## src/rtl/bitops_pkg.sv

```systemverilog
package bitops_pkg;

  typedef enum logic [3:0] {
    OP_AND  = 4'd0,
    OP_OR   = 4'd1,
    OP_XOR  = 4'd2,
    OP_COM  = 4'd3,
    OP_LSR  = 4'd4,
    OP_LSL  = 4'd5,
    OP_ASR  = 4'd6,
    OP_ROR  = 4'd7,
    OP_ROL  = 4'd8,
    OP_SWAP = 4'd9,
    OP_BST  = 4'd10,
    OP_BLD  = 4'd11
  } op_e;

  // flag vector positions
  localparam int unsigned FL_C = 0;
  localparam int unsigned FL_Z = 1;
  localparam int unsigned FL_N = 2;
  localparam int unsigned FL_V = 3;
  localparam int unsigned FL_S = 4;
  localparam int unsigned FL_H = 5;
  localparam int unsigned FL_T = 6;
  localparam int unsigned FL_COUNT = 7;

endpackage

```

## src/rtl/bitops_logic.sv

```systemverilog
// Column-wise two-operand logic plus one's complement.
module bitops_logic
  import bitops_pkg::*;
#(
  parameter int unsigned W = 8
) (
  input  op_e          op,
  input  logic [W-1:0] a,
  input  logic [W-1:0] b,
  output logic [W-1:0] res
);

  always_comb begin
    unique case (op)
      OP_AND:  res = a & b;
      OP_OR:   res = a | b;
      OP_XOR:  res = a ^ b;
      default: res = ~a;
    endcase
  end

endmodule

```

## src/rtl/bitops_shift.sv

```systemverilog
// Shifts, rotates through carry and nybble exchange.
module bitops_shift
  import bitops_pkg::*;
#(
  parameter int unsigned W = 8
) (
  input  op_e          op,
  input  logic [W-1:0] a,
  input  logic         c_in,
  output logic [W-1:0] res,
  output logic         c_out,
  output logic         h_out
);

  localparam int unsigned HALF = W / 2;

  always_comb begin
    res   = a;
    c_out = c_in;
    h_out = a[HALF-1];
    case (op)
      OP_LSR: begin
        res   = {1'b0, a[W-1:1]};
        c_out = a[0];
      end
      OP_LSL: begin
        res   = {a[W-2:0], 1'b0};
        c_out = a[W-1];
      end
      OP_ASR: begin
        res   = {a[W-1], a[W-1:1]};
        c_out = a[0];
      end
      OP_ROR: begin
        res   = {c_in, a[W-1:1]};
        c_out = a[0];
      end
      OP_ROL: begin
        res   = {a[W-2:0], c_in};
        c_out = a[W-1];
      end
      OP_SWAP: begin
        res = {a[HALF-1:0], a[W-1:HALF]};
      end
      default: begin
        res   = a;
        c_out = c_in;
      end
    endcase
  end

endmodule

```

## src/rtl/bitops_bitxfer.sv

```systemverilog
// Single-bit moves between an operand bit and the T flag.
module bitops_bitxfer #(
  parameter int unsigned W    = 8,
  parameter int unsigned IDXW = $clog2(W)
) (
  input  logic [W-1:0]    a,
  input  logic [IDXW-1:0] idx,
  input  logic            t_in,
  output logic [W-1:0]    ins_res,
  output logic            t_out
);

  for (genvar i = 0; i < W; i++) begin : g_bit
    assign ins_res[i] = (idx == IDXW'(i)) ? t_in : a[i];
  end

  assign t_out = a[idx];

endmodule

```

## src/rtl/bitops_unit.sv

```systemverilog
// Top: operation steering, write strobe and flag/mask generation.
module bitops_unit
  import bitops_pkg::*;
#(
  parameter int unsigned W    = 8,
  parameter int unsigned IDXW = $clog2(W),
  parameter int unsigned NFL  = FL_COUNT
) (
  input  logic [3:0]      op_sel,
  input  logic [W-1:0]    opnd_a,
  input  logic [W-1:0]    opnd_b,
  input  logic            carry_in,
  input  logic            tbit_in,
  input  logic [IDXW-1:0] bit_idx,
  output logic [W-1:0]    result,
  output logic            result_we,
  output logic [NFL-1:0]  flags_out,
  output logic [NFL-1:0]  flags_upd
);

  op_e op;
  assign op = op_e'(op_sel);

  logic [W-1:0] logic_res;
  logic [W-1:0] shift_res;
  logic         shift_c;
  logic         shift_h;
  logic [W-1:0] xfer_res;
  logic         xfer_t;

  bitops_logic #(.W(W)) u_logic (
    .op  (op),
    .a   (opnd_a),
    .b   (opnd_b),
    .res (logic_res)
  );

  bitops_shift #(.W(W)) u_shift (
    .op    (op),
    .a     (opnd_a),
    .c_in  (carry_in),
    .res   (shift_res),
    .c_out (shift_c),
    .h_out (shift_h)
  );

  bitops_bitxfer #(.W(W), .IDXW(IDXW)) u_xfer (
    .a       (opnd_a),
    .idx     (bit_idx),
    .t_in    (tbit_in),
    .ins_res (xfer_res),
    .t_out   (xfer_t)
  );

  // steering: result source, strobe, mask and raw flag sources
  logic [W-1:0]   res_nxt;
  logic           we_nxt;
  logic [NFL-1:0] upd_nxt;
  logic           c_nxt;
  logic           h_nxt;
  logic           t_nxt;
  logic           is_shift;

  always_comb begin
    res_nxt  = opnd_a;
    we_nxt   = 1'b0;
    upd_nxt  = '0;
    c_nxt    = 1'b0;
    h_nxt    = 1'b0;
    t_nxt    = 1'b0;
    is_shift = 1'b0;
    case (op)
      OP_AND, OP_OR, OP_XOR: begin
        res_nxt = logic_res;
        we_nxt  = 1'b1;
        upd_nxt[FL_Z] = 1'b1;
        upd_nxt[FL_N] = 1'b1;
        upd_nxt[FL_V] = 1'b1;
        upd_nxt[FL_S] = 1'b1;
      end
      OP_COM: begin
        res_nxt = logic_res;
        we_nxt  = 1'b1;
        c_nxt   = 1'b1;
        upd_nxt[FL_C] = 1'b1;
        upd_nxt[FL_Z] = 1'b1;
        upd_nxt[FL_N] = 1'b1;
        upd_nxt[FL_V] = 1'b1;
        upd_nxt[FL_S] = 1'b1;
      end
      OP_LSR, OP_LSL, OP_ASR, OP_ROR, OP_ROL: begin
        res_nxt  = shift_res;
        we_nxt   = 1'b1;
        c_nxt    = shift_c;
        is_shift = 1'b1;
        upd_nxt[FL_C] = 1'b1;
        upd_nxt[FL_Z] = 1'b1;
        upd_nxt[FL_N] = 1'b1;
        upd_nxt[FL_V] = 1'b1;
        upd_nxt[FL_S] = 1'b1;
        if (op == OP_LSL || op == OP_ROL) begin
          h_nxt = shift_h;
          upd_nxt[FL_H] = 1'b1;
        end
      end
      OP_SWAP: begin
        res_nxt = shift_res;
        we_nxt  = 1'b1;
      end
      OP_BST: begin
        t_nxt = xfer_t;
        upd_nxt[FL_T] = 1'b1;
      end
      OP_BLD: begin
        res_nxt = xfer_res;
        we_nxt  = 1'b1;
      end
      default: begin
        res_nxt = opnd_a;
      end
    endcase
  end

  // derived flags from the selected result
  logic           n_val;
  logic           z_val;
  logic           v_val;
  logic           s_val;
  logic [NFL-1:0] flags_raw;

  always_comb begin
    n_val = res_nxt[W-1];
    z_val = (res_nxt == '0);
    v_val = is_shift ? (n_val ^ c_nxt) : 1'b0;
    s_val = n_val ^ v_val;
    flags_raw         = '0;
    flags_raw[FL_C]   = c_nxt;
    flags_raw[FL_Z]   = z_val;
    flags_raw[FL_N]   = n_val;
    flags_raw[FL_V]   = v_val;
    flags_raw[FL_S]   = s_val;
    flags_raw[FL_H]   = h_nxt;
    flags_raw[FL_T]   = t_nxt;
  end

  assign result    = res_nxt;
  assign result_we = we_nxt;
  assign flags_upd = upd_nxt;
  assign flags_out = flags_raw & upd_nxt;

endmodule

```

## config.mk

```make
export PLATFORM = sky130hd
export DESIGN_NAME = bitops_unit
export DESIGN_NICKNAME = d
export VERILOG_FILES = /design/src/rtl/bitops_pkg.sv /design/src/rtl/bitops_logic.sv /design/src/rtl/bitops_shift.sv /design/src/rtl/bitops_bitxfer.sv /design/src/rtl/bitops_unit.sv
export SDC_FILE = /design/constraint.sdc
export NUM_CORES = 1
export LEC_CHECK = 0
export BUFFER_PORTS_ARGS = -buffer_cell sky130_fd_sc_hd__buf_2
export CAP_MARGIN = 10
export CORE_ASPECT_RATIO = 1.1
export CORE_MARGIN = 2
export CORE_UTILIZATION = 30
export DETAILED_ROUTE_END_ITERATION = 12
export PLACE_DENSITY = 0.62
export SLEW_MARGIN = 15
export SYNTH_ARGS = -nofsm -noshare
export SYNTH_HDL_FRONTEND = slang
export SYNTH_HIERARCHICAL = 1
export SYNTH_SLANG_ARGS = --single-unit
```

## constraint.sdc

```tcl
create_clock -name vclk -period 6
set_input_delay 1.2 -clock vclk [all_inputs]
set_output_delay 1.2 -clock vclk [all_outputs]
set_load 0.03 [all_outputs]
```

# ---- After elaboration in Yosys (flattened, before gate mapping)
# Index checks and enable logic that the tools add are counted.
dict set report totals {
  ff_bits 0
  latch_bits 0
  ram_bits 0
  rom_bits 0
  inputBits 25
  memories 0
}
dict set report op_classes {
  addsub 0
  mul 0
  n_div 0
  order_cmp 1
  n_eq_ne 18
  shifts 0
  n_mux 26
  n_bitwise 7
  n_reduce_logical 12
}
# cell n
set op_table {}
lappend op_table {{$pmux W8 S3} 2}
lappend op_table {{$pmux W8 S6} 1}
lappend op_table {{$mux W1} 19}
lappend op_table {{$eq A4 B3 Y1 const B} 4}
lappend op_table {{$eq A4 B4 Y1 const B} 4}
lappend op_table {{$eq A3 B3 Y1 const B} 4}
lappend op_table {{$reduce_or A6 Y1} 2}
lappend op_table {{$reduce_or A11 Y1} 1}
lappend op_table {{$reduce_or A9 Y1} 1}
lappend op_table {{$and A8 B8 Y8} 1}
lappend op_table {{$eq A4 B2 Y1 const B} 2}
lappend op_table {{$logic_not A8 Y1} 1}
lappend op_table {{$not A8 Y8} 1}
lappend op_table {{$or A8 B8 Y8} 1}
lappend op_table {{$xor A8 B8 Y8} 1}
lappend op_table {{$and A7 B7 Y7} 1}
lappend op_table {{$eq A3 B2 Y1 const B} 2}
lappend op_table {{$reduce_or A5 Y1} 1}
lappend op_table {{$eq A4 B1 Y1 const B} 1}
lappend op_table {{$logic_not A4 Y1} 1}
lappend op_table {{$lt A3 B4 Y1 const B} 1}
lappend op_table {{$mux W4} 1}
lappend op_table {{$pmux W1 S2} 2}
lappend op_table {{$reduce_or A4 Y1} 1}
lappend op_table {{7 further kinds} 8}

# ---- Logic depth before layout (Yosys ltp)
# Gate-level depths: netlist of the first run.
dict set report depth {
  depth_word 8
  depth_mapped 10
  mapped_depth_nobuf 10
}

# ---- Cells and area by module
# The synthesis of the first run kept the hierarchy.
# module instances cells_per_inst area_each_um2
set modules_own_cells {}
lappend modules_own_cells {bitops_unit 1 81 548.0}
lappend modules_own_cells {bitops_logic 1 75 536.8}
lappend modules_own_cells {bitops_shift 1 62 495.5}
lappend modules_own_cells {bitops_bitxfer 1 22 227.7}

# ---- Worst setup path after synthesis of the first run
# Ideal clock, no wire load.
dict set report synth_path {
  path_type {input to output}
  start {input port op_sel[3]}
  end {output port flags_out[1]}
  arrival_ps 3458
  path_slack_ps 1342
  stages 10
  path_buffers 2
  cell_sequence {buf_2 -> buf_4 -> or3b_1 -> o311ai_0 -> a2bb2oi_2 -> o21a_1 -> a21oi_1 -> a2bb2oi_1 -> or2_1 -> nor4_2}
}
dict set report synth_via {
  elab_chain_len 5
}
# element line_no
set synth_rtl {}
lappend synth_rtl {{start: declaration} bitops_unit.sv:9} ;# input logic [3:0] op_sel,
lappend synth_rtl {{$eq A4 B4 Y1 or $eq A4 B3 Y1 (tied branches)} bitops_shift.sv:21} ;# case (op)
lappend synth_rtl {{$pmux W8 S6 *} bitops_shift.sv:21}
lappend synth_rtl {{net shift_res[5]} bitops_unit.sv:25} ;# logic [W-1:0] shift_res;
lappend synth_rtl {{$pmux W8 S3 *} bitops_unit.sv:72} ;# case (op)
lappend synth_rtl {{net result[5]} bitops_unit.sv:15} ;# output logic [W-1:0] result,
lappend synth_rtl {{$logic_not A8 Y1 *} bitops_unit.sv:133} ;# z_val = (res_nxt == '0);
lappend synth_rtl {{$and A7 B7 Y7 *} bitops_unit.sv:149} ;# assign flags_out = flags_raw & upd_nxt;
lappend synth_rtl {{end: declaration} bitops_unit.sv:17} ;# output logic [NFL-1:0] flags_out,
# The timed path passes the listed nets; every way through them passes the cells marked *.

# ---- Worst setup path after layout of the first run
dict set report layout_path {
  start {input port op_sel[3]}
  end {output port flags_out[1]}
}
dict set report layout_via {
  elab_chain_len 5
}
# element line_no
set layout_rtl {}
lappend layout_rtl {{$eq A4 B4 Y1 or $eq A4 B3 Y1 (tied branches)} bitops_shift.sv:21}
lappend layout_rtl {{$pmux W8 S6 *} bitops_shift.sv:21}
lappend layout_rtl {{net shift_res[3]} bitops_unit.sv:25}
lappend layout_rtl {{$pmux W8 S3 *} bitops_unit.sv:72}
lappend layout_rtl {{$logic_not A8 Y1 *} bitops_unit.sv:133}
lappend layout_rtl {{$and A7 B7 Y7 *} bitops_unit.sv:149}
# Marked as above.

==> results of run 1 <==
-- tightest hold or removal path, stage by stage --
cell                     delay [ns]
sky130_fd_sc_hd__buf_2         0.18
sky130_fd_sc_hd__and2_1        0.16
sky130_fd_sc_hd__buf_2         0.17
-- Yosys cell counts (all sizes together), types with 3 or more instances --
master and count:
a21oi 11, a2bb2oi 8, a32oi 9, and2 8, and2b 3, and3b 3
buf 17, clkbuf 5, ha 16, inv 23, mux2 9, nand2 11
nand3 3, nand3b 4, nor2 10, nor2b 7, nor3b 5, o21a 4
o21ai 29, o221ai 7, o311ai 6, or3b 8
-- area by class of cell --
cell class,instances,share of cell area
repair buffers,48,0.1207
well taps,77,0.04840
inverters,23,0.04337
multi-input cells,195,0.7876
-- stage by stage --
stage	cells	instance area, um2	worst slack, ns	total power [uW]	hold slack (ns)
final	343	1991	1.015	168.0	2.905
after global routing	343	1991	0.8733	183.4	2.933
after CTS	343	1991	1.019	168.1	2.917
after detailed placement	343	1991	1.018	167.6	2.918
after global placement	343	1991	1.097	165.1	2.906
after floorplan	240	1808	1.342	124.1	2.510
-- cell usage in the layout (no fill, tap or decap), types with 2 or more instances in the layout --
cell	n
sky130_fd_sc_hd__buf_2	48
sky130_fd_sc_hd__inv_1	23
sky130_fd_sc_hd__o21ai_0	21
sky130_fd_sc_hd__ha_1	16
sky130_fd_sc_hd__a21oi_1	11
sky130_fd_sc_hd__nand2_1	9
sky130_fd_sc_hd__a32oi_1	9
sky130_fd_sc_hd__mux2_2	9
sky130_fd_sc_hd__nor2_1	8
sky130_fd_sc_hd__or3b_1	8
sky130_fd_sc_hd__and2_1	8
sky130_fd_sc_hd__o221ai_1	6
sky130_fd_sc_hd__a2bb2oi_1	6
sky130_fd_sc_hd__o21ai_1	6
sky130_fd_sc_hd__nor2b_1	6
sky130_fd_sc_hd__o311ai_0	6
sky130_fd_sc_hd__nor3b_1	5
sky130_fd_sc_hd__o21a_1	4
sky130_fd_sc_hd__nand3b_1	4
sky130_fd_sc_hd__nand3_1	3
sky130_fd_sc_hd__and3b_1	3
sky130_fd_sc_hd__o211ai_1	2
sky130_fd_sc_hd__o22ai_1	2
sky130_fd_sc_hd__a211oi_1	2
sky130_fd_sc_hd__a31oi_1	2
sky130_fd_sc_hd__nor3_1	2
sky130_fd_sc_hd__xnor2_1	2
sky130_fd_sc_hd__nor2_4	2
sky130_fd_sc_hd__and2b_1	2
sky130_fd_sc_hd__nand2b_1	2
sky130_fd_sc_hd__a2bb2oi_2	2
sky130_fd_sc_hd__a22oi_1	2
sky130_fd_sc_hd__mux4_1	2
-- power groups by stage --
stage / clock network, uW / registers [uW] / logic, uW
2_1_floorplan: 0 / 0 / 124
3_3_place_gp: 0 / 0 / 165
3_5_place_dp: 0 / 0 / 168
4_1_cts: 0 / 0 / 168
5_1_grt: 0 / 0 / 183
6_report: 0 / 0 / 168
-- routing by layer --
metal	global-route usage	vias to the layer above	routed length (um)
li1	-	965	-
met5	0	-	0
met1	0.2074	886	2439
met3	0.007447	0	207
met4	0.003190	0	0
met2	0.2680	44	2604
-- cell families after synthesis --
family | after synthesis | synth area share
multiplexers | 12 | 0.09066
buffers and inverters | 45 | 0.1329
AND/OR/NAND/NOR | 76 | 0.3004
XOR/XNOR | 2 | 0.009690
AO/OA/AOI/OAI | 89 | 0.3557
adder cells (fa/ha/maj) | 16 | 0.1107
-- worst max-delay path by stage --
| stage | startpoint | end | cells past startpoint |
|---|---|---|---|
| after floorplan | op_sel[3] | flags_out[1] | 10 |
| after global placement | op_sel[3] | flags_out[1] | 9 |
| after detailed placement | op_sel[3] | flags_out[1] | 9 |
| after CTS | op_sel[3] | flags_out[1] | 9 |
| after global routing | op_sel[3] | flags_out[1] | 9 |
| final | op_sel[3] | flags_out[1] | 9 |
==> results.txt, run 1 <==
* Area growth, synth to finish: 10.10%
- Grouping stages by cell kind, the critical path spends the most delay in compound AO/OA/AOI/OAI gates.
- Switching power summed over all nets: roughly 110 uW
- Number of distinct library cells after synthesis: 60
- Nets@finish: 309
- Total length of routed wires: around 5300 um
- Slew Viols, Final: 0
- Beginning of the worst hold path: opnd_a[3]
- Max-slew headroom: 0.4392
- Summed over all instances, the cell type with the most area after synthesis is sky130_fd_sc_hd__ha_1.
- Traced cell by cell, the critical path runs through buf_2 > nand2b_1 > o311ai_0 > a2bb2oi_1 > o221a_2 > a211oi_1 > o2111ai_1 > nor4_2 > buf_2.
- Cell depth of the worst min-delay path: 3
- Count of synthesis-stage warnings from yosys: 6
* Setup fix buffers added after clock tree synthesis: 0
- The largest single stage delay on the critical path is between 0.5 and 0.6 ns.
* Count of filler cells inserted in the layout: 655
* Syn avg cell area: between 7 and 8 um2
- Clock Buffer Count: 0
* Largest cells by area after synthesis: sky130_fd_sc_hd__ha_1 (11%), sky130_fd_sc_hd__o21ai_0 (5.8%), sky130_fd_sc_hd__mux2_2 (5.6%)
- Critical-path top delay cell: sky130_fd_sc_hd__buf_2
- For this run, the total global-route usage over all layers was measured as 0.1489.
- Vias in the first global route: 1663
- Peak supply drop: 0.00003366 V
* Critical Path Fanout Max: a little over 40
- Combinational share of power: 1.000
* Drt first-iter violations: around 230
* Total DRC errors in the routed layout: 0
* Transition time at the pin with the least slew margin: 0.8413 ns
- Hold Vio Cnt, Final: 0
* Max capacitance violation total: 0
- In this run the tool buffered the top-level ports with between 40 and 50 buffer cells.
- Post-Synthesis Cells: 240
- The floorplan has 29 rows.
- Kind of end point of the critical path: output pin
- The first global-routing pass estimated 8369 um of wire.
* Overall die height: between 80 and 90 um
- The core region is 5806 um2.
- Share of layout cells above drive strength 1: 0.2744
* Power per cell area: approximately 84 nW/um2
- The min-delay analysis places its worst path in the category input pin to output pin.
- Sink of the worst hold path: flags_out[5]
- The first detailed-routing pass ran for 4 iterations.
- Together, buffers and inverters on the worst path number 2.
- STA classifies the critical path startpoint as an input pin.
* Post-synth top area share: 0.1107
- For this run the aggregate overflow at the end of global routing stands at 0.
- Final weighted congestion in routability-driven placement: 0.8805
- Crit Path Category: input pin to output pin
- Setup violations remaining at the end of the flow were counted as 0.
- Cell-internal power: about 61 uW
- Wire length per cell: between 15 and 20 um
- FF+latch count: 0
- Number of inserted diodes: 0
* Number of nets in the synthesized netlist: between 200 and 300
- For this run, the top clock speed supported by timing is 200.6 MHz.
- Vias after detailed routing: 1895
- Static Leak: between 0.0008 and 0.0009 uW
* Fin Setup TNS: 0 ns
- Unrepaired setup endpoints after global routing: no
- Gates resized during post-CTS repair numbered 0.
- After legalization and detailed placement, the total HPWL measured 3779 um.
* Fraction of the cycle the final worst path needs: 0.8309
* Area taken by flip-flops and latches: 0 um2
- Net switching share of the total power: 0.6347
- CTS Hold Buffers Added: 0
* Die area: 6664 um2
- Part of the total power dissipated in the clock network: 0
- The routed design could run at a clock period as short as between 4 and 5 ns.
- In this run the horizontal extent of the chip is just under 80 um.
- I/O pin cnt: between 40 and 50
- DRT antenna net count: 0
- For this run, the share of the core covered by cells in the final layout is 0.3429.
* Total area of multi-input combinational cells: between 1500 and 2000 um2
- The run finished with clean final reports.
- Critical path data required time: around 4.8 ns
- Initial Utilization: 0.3114
- Data arrival time of the critical path: roughly 3.8 ns
- In the routed layout, each cell is associated on average with a via count of about 5.5.
- Syn Std Cell Area: between 1500 and 2000 um2
* Reg power frac: 0
- Pin count of the biggest net entering global routing: 48
* Most frequent CP cell: sky130_fd_sc_hd__buf_2
- Of the synthesized area, sequential elements account for 0.
- Number of antenna violations at the first check in global routing: 0
Note: power is estimated with default switching activity, not from simulation.
==> inputs of run 2 (changes only) <==
--- a/config.mk
+++ b/config.mk
@@ -5,13 +5,14 @@
 export SDC_FILE = /design/constraint.sdc
 export NUM_CORES = 1
 export LEC_CHECK = 0
+export ABC_AREA = 1
 export BUFFER_PORTS_ARGS = -buffer_cell sky130_fd_sc_hd__buf_2
 export CAP_MARGIN = 10
 export CORE_ASPECT_RATIO = 1.1
 export CORE_MARGIN = 2
 export CORE_UTILIZATION = 30
 export DETAILED_ROUTE_END_ITERATION = 12
-export PLACE_DENSITY = 0.62
+export PLACE_DENSITY = 0.64
 export SLEW_MARGIN = 15
 export SYNTH_ARGS = -nofsm -noshare
 export SYNTH_HDL_FRONTEND = slang
==> constraint.sdc (replaced) <==
create_clock -name vclk -period 4.4
set_input_delay 0.88 -clock vclk [all_inputs]
set_output_delay 0.88 -clock vclk [all_outputs]
set_load 0.03 [all_outputs]
==> run 2 against run 1 <==
Sequential cell count is the same. Hold slack lost 0.61 ns. Largest cell class unchanged. Sequential share of layout area is the same. First-iteration DRC count shrank 23%. Critical path depth grew 5. Synthesized area grew 0.21%. Worst setup slack lost 0.23 ns. Wire length grew 6.8%. Cell count grew 35%. Global-route usage grew 1.7 points. Critical endpoint unchanged. Largest power group unchanged. Die area grew 0.20%. Final area grew 2.9%.
==> results.txt, run 2 <==
- The area of the die is 6678 um2 (+0.20%).
* Total half-perimeter wirelength after legalization and detailed placement: 4455 um (+18%)
- The area of the multi-input gates came to 1479 um2 (-5.7%).
- The floorplan die width came to 78.10 um (about the same).
* Vias after detailed routing: 2335 (+23%)
- Total DRC errors in the routed layout: 0 (unchanged)
* Wire length of the first global-routing pass: 9384 um (+12%)
- The worst setup path is captured at an output pin.
* Fraction of synthesized area in multiplexers: 0 (-0.09066)
- Xor and xnor fraction of the mapped netlist area: 0 (-0.009689)
* Critical path cell sequence: buf_2 > inv_2 > nor2_4 > nand2_2 > nand3_1 > nand2_1 > nand2_1 > nand2_1 > nand2_1 > nand3_1 > nor2_2 > nand3_1 > nor2_1 > buf_2
* GR Util All Layers: 0.1656 (+0.01671)
* Part of the total power dissipated in the clock network: 0 (unchanged)
- By area, the combinational part of the netlist is dominated by simple AND/OR/NAND/NOR gates.
- The synthesized netlist net count came to 391 (+39%).
- The switching power summed over all nets was 161.6 uW (+52%).
* Post-synth top area share: 0.2300 (+0.1192)
- Post-Synthesis Cells: 350 (+46%)
- The data arrival time of the critical path was 2.74 ns (-1.05 ns).
* Max-slew headroom: 0.6184 (+0.1792)
* Final Setup Violations: 0 (unchanged)
* Final weighted congestion in routability-driven placement: 0.8620 (-2.1%)
* Post-CTS Resized: 0 (unchanged)
* Count of synthesis-stage warnings from yosys: 6 (unchanged)
- Peak supply drop: 0.00005897 V (+75%)
- The antenna diode count came to 0 (unchanged).
- Leaving out fill and tap cells, the most frequent cells in the layout are sky130_fd_sc_hd__nand2_1 (111), sky130_fd_sc_hd__nand3_1 (69), sky130_fd_sc_hd__buf_2 (48).
- The static leakage was 0.001225 uW (+42%).
- Compared with the post-synthesis result, the final layout area differs by 13.05%.
* Area of the core: 5806 um2 (unchanged)
* Largest cells by area after synthesis: sky130_fd_sc_hd__nand2_1 (23%), sky130_fd_sc_hd__nand3_1 (19%), sky130_fd_sc_hd__ha_1 (11%)
- The sum of negative setup slack is 0 ns (unchanged).
* Synthesized-area fraction occupied by and/or/nand/nor cells: 0.6595 (+0.3592)
- Library cell with the highest instance count after synthesis: sky130_fd_sc_hd__nand2_1
- Period minus WS final: 3.619 ns
- The worst hold path cell count came to 4 (+1).
- The number of max-slew violations in the final report came to 0 (unchanged).
* Syn Std Cell Area: 1812 um2 (+0.21%)
- The layout net count was 430 (+39%).
- Sink of the worst hold path: flags_upd[6]
- The routed wire length per instance came to 12.08 um (-21%).
- Area taken by flip-flops and latches: 0 um2 (unchanged)
- The mean number of vias per cell was 5.032 (-8.9%).
* Cell-internal power: 66.79 uW (+8.8%)
* Count of filler cells inserted in the layout: 687 (+4.9%)
- The count of maximum capacitance violations was 0 (unchanged).
* Share of layout cells above drive strength 1: 0.2067 (-0.06772)
- Post-synthesis cell type with the largest combined area: sky130_fd_sc_hd__nand2_1
* Combinational share of power: 1.000 (about the same)
- The final wirelength came to 5607 um (+6.8%).
- The initial core utilization was 0.3121 (+0.0006466).
- The number of hold-repair buffers added at the cts stage is 0 (unchanged).
- The register share of total power is 0 (unchanged).
- The pin count of the biggest net entering global routing came to 25 (-48%).
* Hold Vio Cnt, Final: 0 (unchanged)
* Critical path data required time: 3.52 ns (-1.28 ns)
- Run status: finished clean
- Top post-synthesis cells by count: sky130_fd_sc_hd__nand2_1 (111), sky130_fd_sc_hd__nand3_1 (69), sky130_fd_sc_hd__inv_1 (47)
* Clock Buffer Count: 0 (unchanged)
- Setup repair after global routing left no endpoint under its margin.
- Sequential element share of the synthesized area: 0 (unchanged)
- The count of buffers added by post-CTS timing repair for setup is 0 (unchanged).
- The number of search-and-repair iterations in the first detailed-routing pass is 4 (unchanged).
- The worst setup path is of the input pin to output pin kind.
- Synth Area in Adders: 0.1105 (-0.0002294)
* Overall die height: 85.51 um (about the same)
- The startpoint identified for the worst hold timing path is op_sel[3].
* Most frequent CP cell: sky130_fd_sc_hd__nand2_1
- DRT antenna net count: 0 (unchanged)
- In this run the worst hold path is classified as input pin to output pin.
- The post-synthesis area per instance was 5.176 um2 (-31%).
* Transition time at the pin with the least slew margin: 0.5703 ns (-0.2710 ns)
- Net switching share of the total power: 0.7076 (+0.07291)
- The I/O pin count is 48 (unchanged).
- The largest stage delay on the critical path came to 0.33 ns (-0.19 ns).
- Number of distinct library cells after synthesis: 28 (-53%)
- The total grt overflow was 0 (unchanged).
- Critical-path top delay cell: sky130_fd_sc_hd__buf_2
- Number of antenna violations at the first check in global routing: 0 (unchanged)
* Critical Path Fanout Max: 18 (-56%)
- The share of the core filled with cells in the final layout came to 0.3528 (+0.009914).
* Critical Path Source Type: input pin
* Buffers plus inverters on the worst setup path: 3 (+1)
- Highest clock rate: approximately 280 MHz
* Row Count: 29 (unchanged)
* Fraction of the cycle the final worst path needs: 0.8225
- The number of sequential cells in the layout is 0 (unchanged).
* Top cell family by delay on the critical path: simple AND/OR/NAND/NOR gates
- Most common library cell in the layout ignoring fill and taps: sky130_fd_sc_hd__nand2_1
* Complex-gate fraction of the synthesized area: 0.04627 (-0.3094)
- Vias in the first global route: 2041 (+23%)
- The first-iteration detailed-routing DRC count came to 180 (-23%).
- Number of buffers inserted by port buffering: 48 (unchanged)
- Power per cell area: 111.5 nW/um2 (+32%)
[run 2: cell types whose count changed in the layout (fill, tap and decap cells not counted), moves of 9 or more]
| cell | previous run | this run |
|---|---|---|
| sky130_fd_sc_hd__nand2_1 | 9 | 111 |
| sky130_fd_sc_hd__nand3_1 | 3 | 69 |
| sky130_fd_sc_hd__inv_1 | 23 | 47 |
| sky130_fd_sc_hd__nand4_1 | 0 | 23 |
| sky130_fd_sc_hd__o21ai_0 | 21 | 3 |
| sky130_fd_sc_hd__nor2_1 | 8 | 22 |
| sky130_fd_sc_hd__a21oi_1 | 11 | 1 |
| sky130_fd_sc_hd__a32oi_1 | 9 | 0 |
| sky130_fd_sc_hd__inv_2 | 0 | 9 |
| sky130_fd_sc_hd__mux2_2 | 9 | 0 |
[run 2: area by class of cell]
type | instances | area share
multi-input combinational | 280 | 0.7221
timing repair buffer | 49 | 0.1210
inverter | 58 | 0.1100
tap | 77 | 0.04704
[run 2: power groups by stage]
stage          Combinational [uW]  Sequential, uW  Clock, uW
3_5_place_dp                  228               0          0
3_3_place_gp                  226               0          0
5_1_grt                       253               0          0
6_report                      228               0          0
2_1_floorplan                 160               0          0
4_1_cts                       228               0          0
[run 2: cells by family after synthesis]
kind of cell | after synthesis
adder cells (fa/ha/maj) | 16
buffers and inverters | 70
AND/OR/NAND/NOR | 250
AO/OA/AOI/OAI | 14
[run 2: metal layers]
layer | vias up | GRT usage | wire [um]
met4 | 0 | 0.03509 | 89
met3 | 8 | 0.009474 | 320
li1 | 1211 | - | -
met1 | 1019 | 0.2178 | 2470
met5 | - | 0 | 0
met2 | 97 | 0.2986 | 2727
[run 2: through the flow]
stage                     cells  worst slack, ns  hold WS, ns  total power [uW]  instance area [um2]
after floorplan             350            1.093        1.970             160.4                 1812
after global placement      464           0.8144        2.301             226.4                 2048
after detailed placement    464           0.7997        2.295             227.7                 2048
after CTS                   464           0.7927        2.298             228.2                 2048
after global routing        464           0.5342        2.325             253.4                 2048
final                       464           0.7808        2.296             228.4                 2048
[run 2: tightest hold or removal path: stages]
cell and delay, ns:
sky130_fd_sc_hd__buf_2 0.17, sky130_fd_sc_hd__nand2_2 0.14, sky130_fd_sc_hd__nor2_1 0.05, sky130_fd_sc_hd__buf_2 0.17
[run 2: how the worst max path moves through the flow]
stage          cells after the start  startpoint           end  slack [ns]
6_report                          14   op_sel[0]  flags_out[1]        0.78
5_1_grt                           14   op_sel[0]  flags_out[1]        0.53
4_1_cts                           14   op_sel[0]  flags_out[1]        0.79
3_5_place_dp                      14   op_sel[0]  flags_out[1]        0.80
3_3_place_gp                      14   op_sel[0]  flags_out[1]        0.81
2_1_floorplan                     12   op_sel[0]  flags_out[1]        1.09
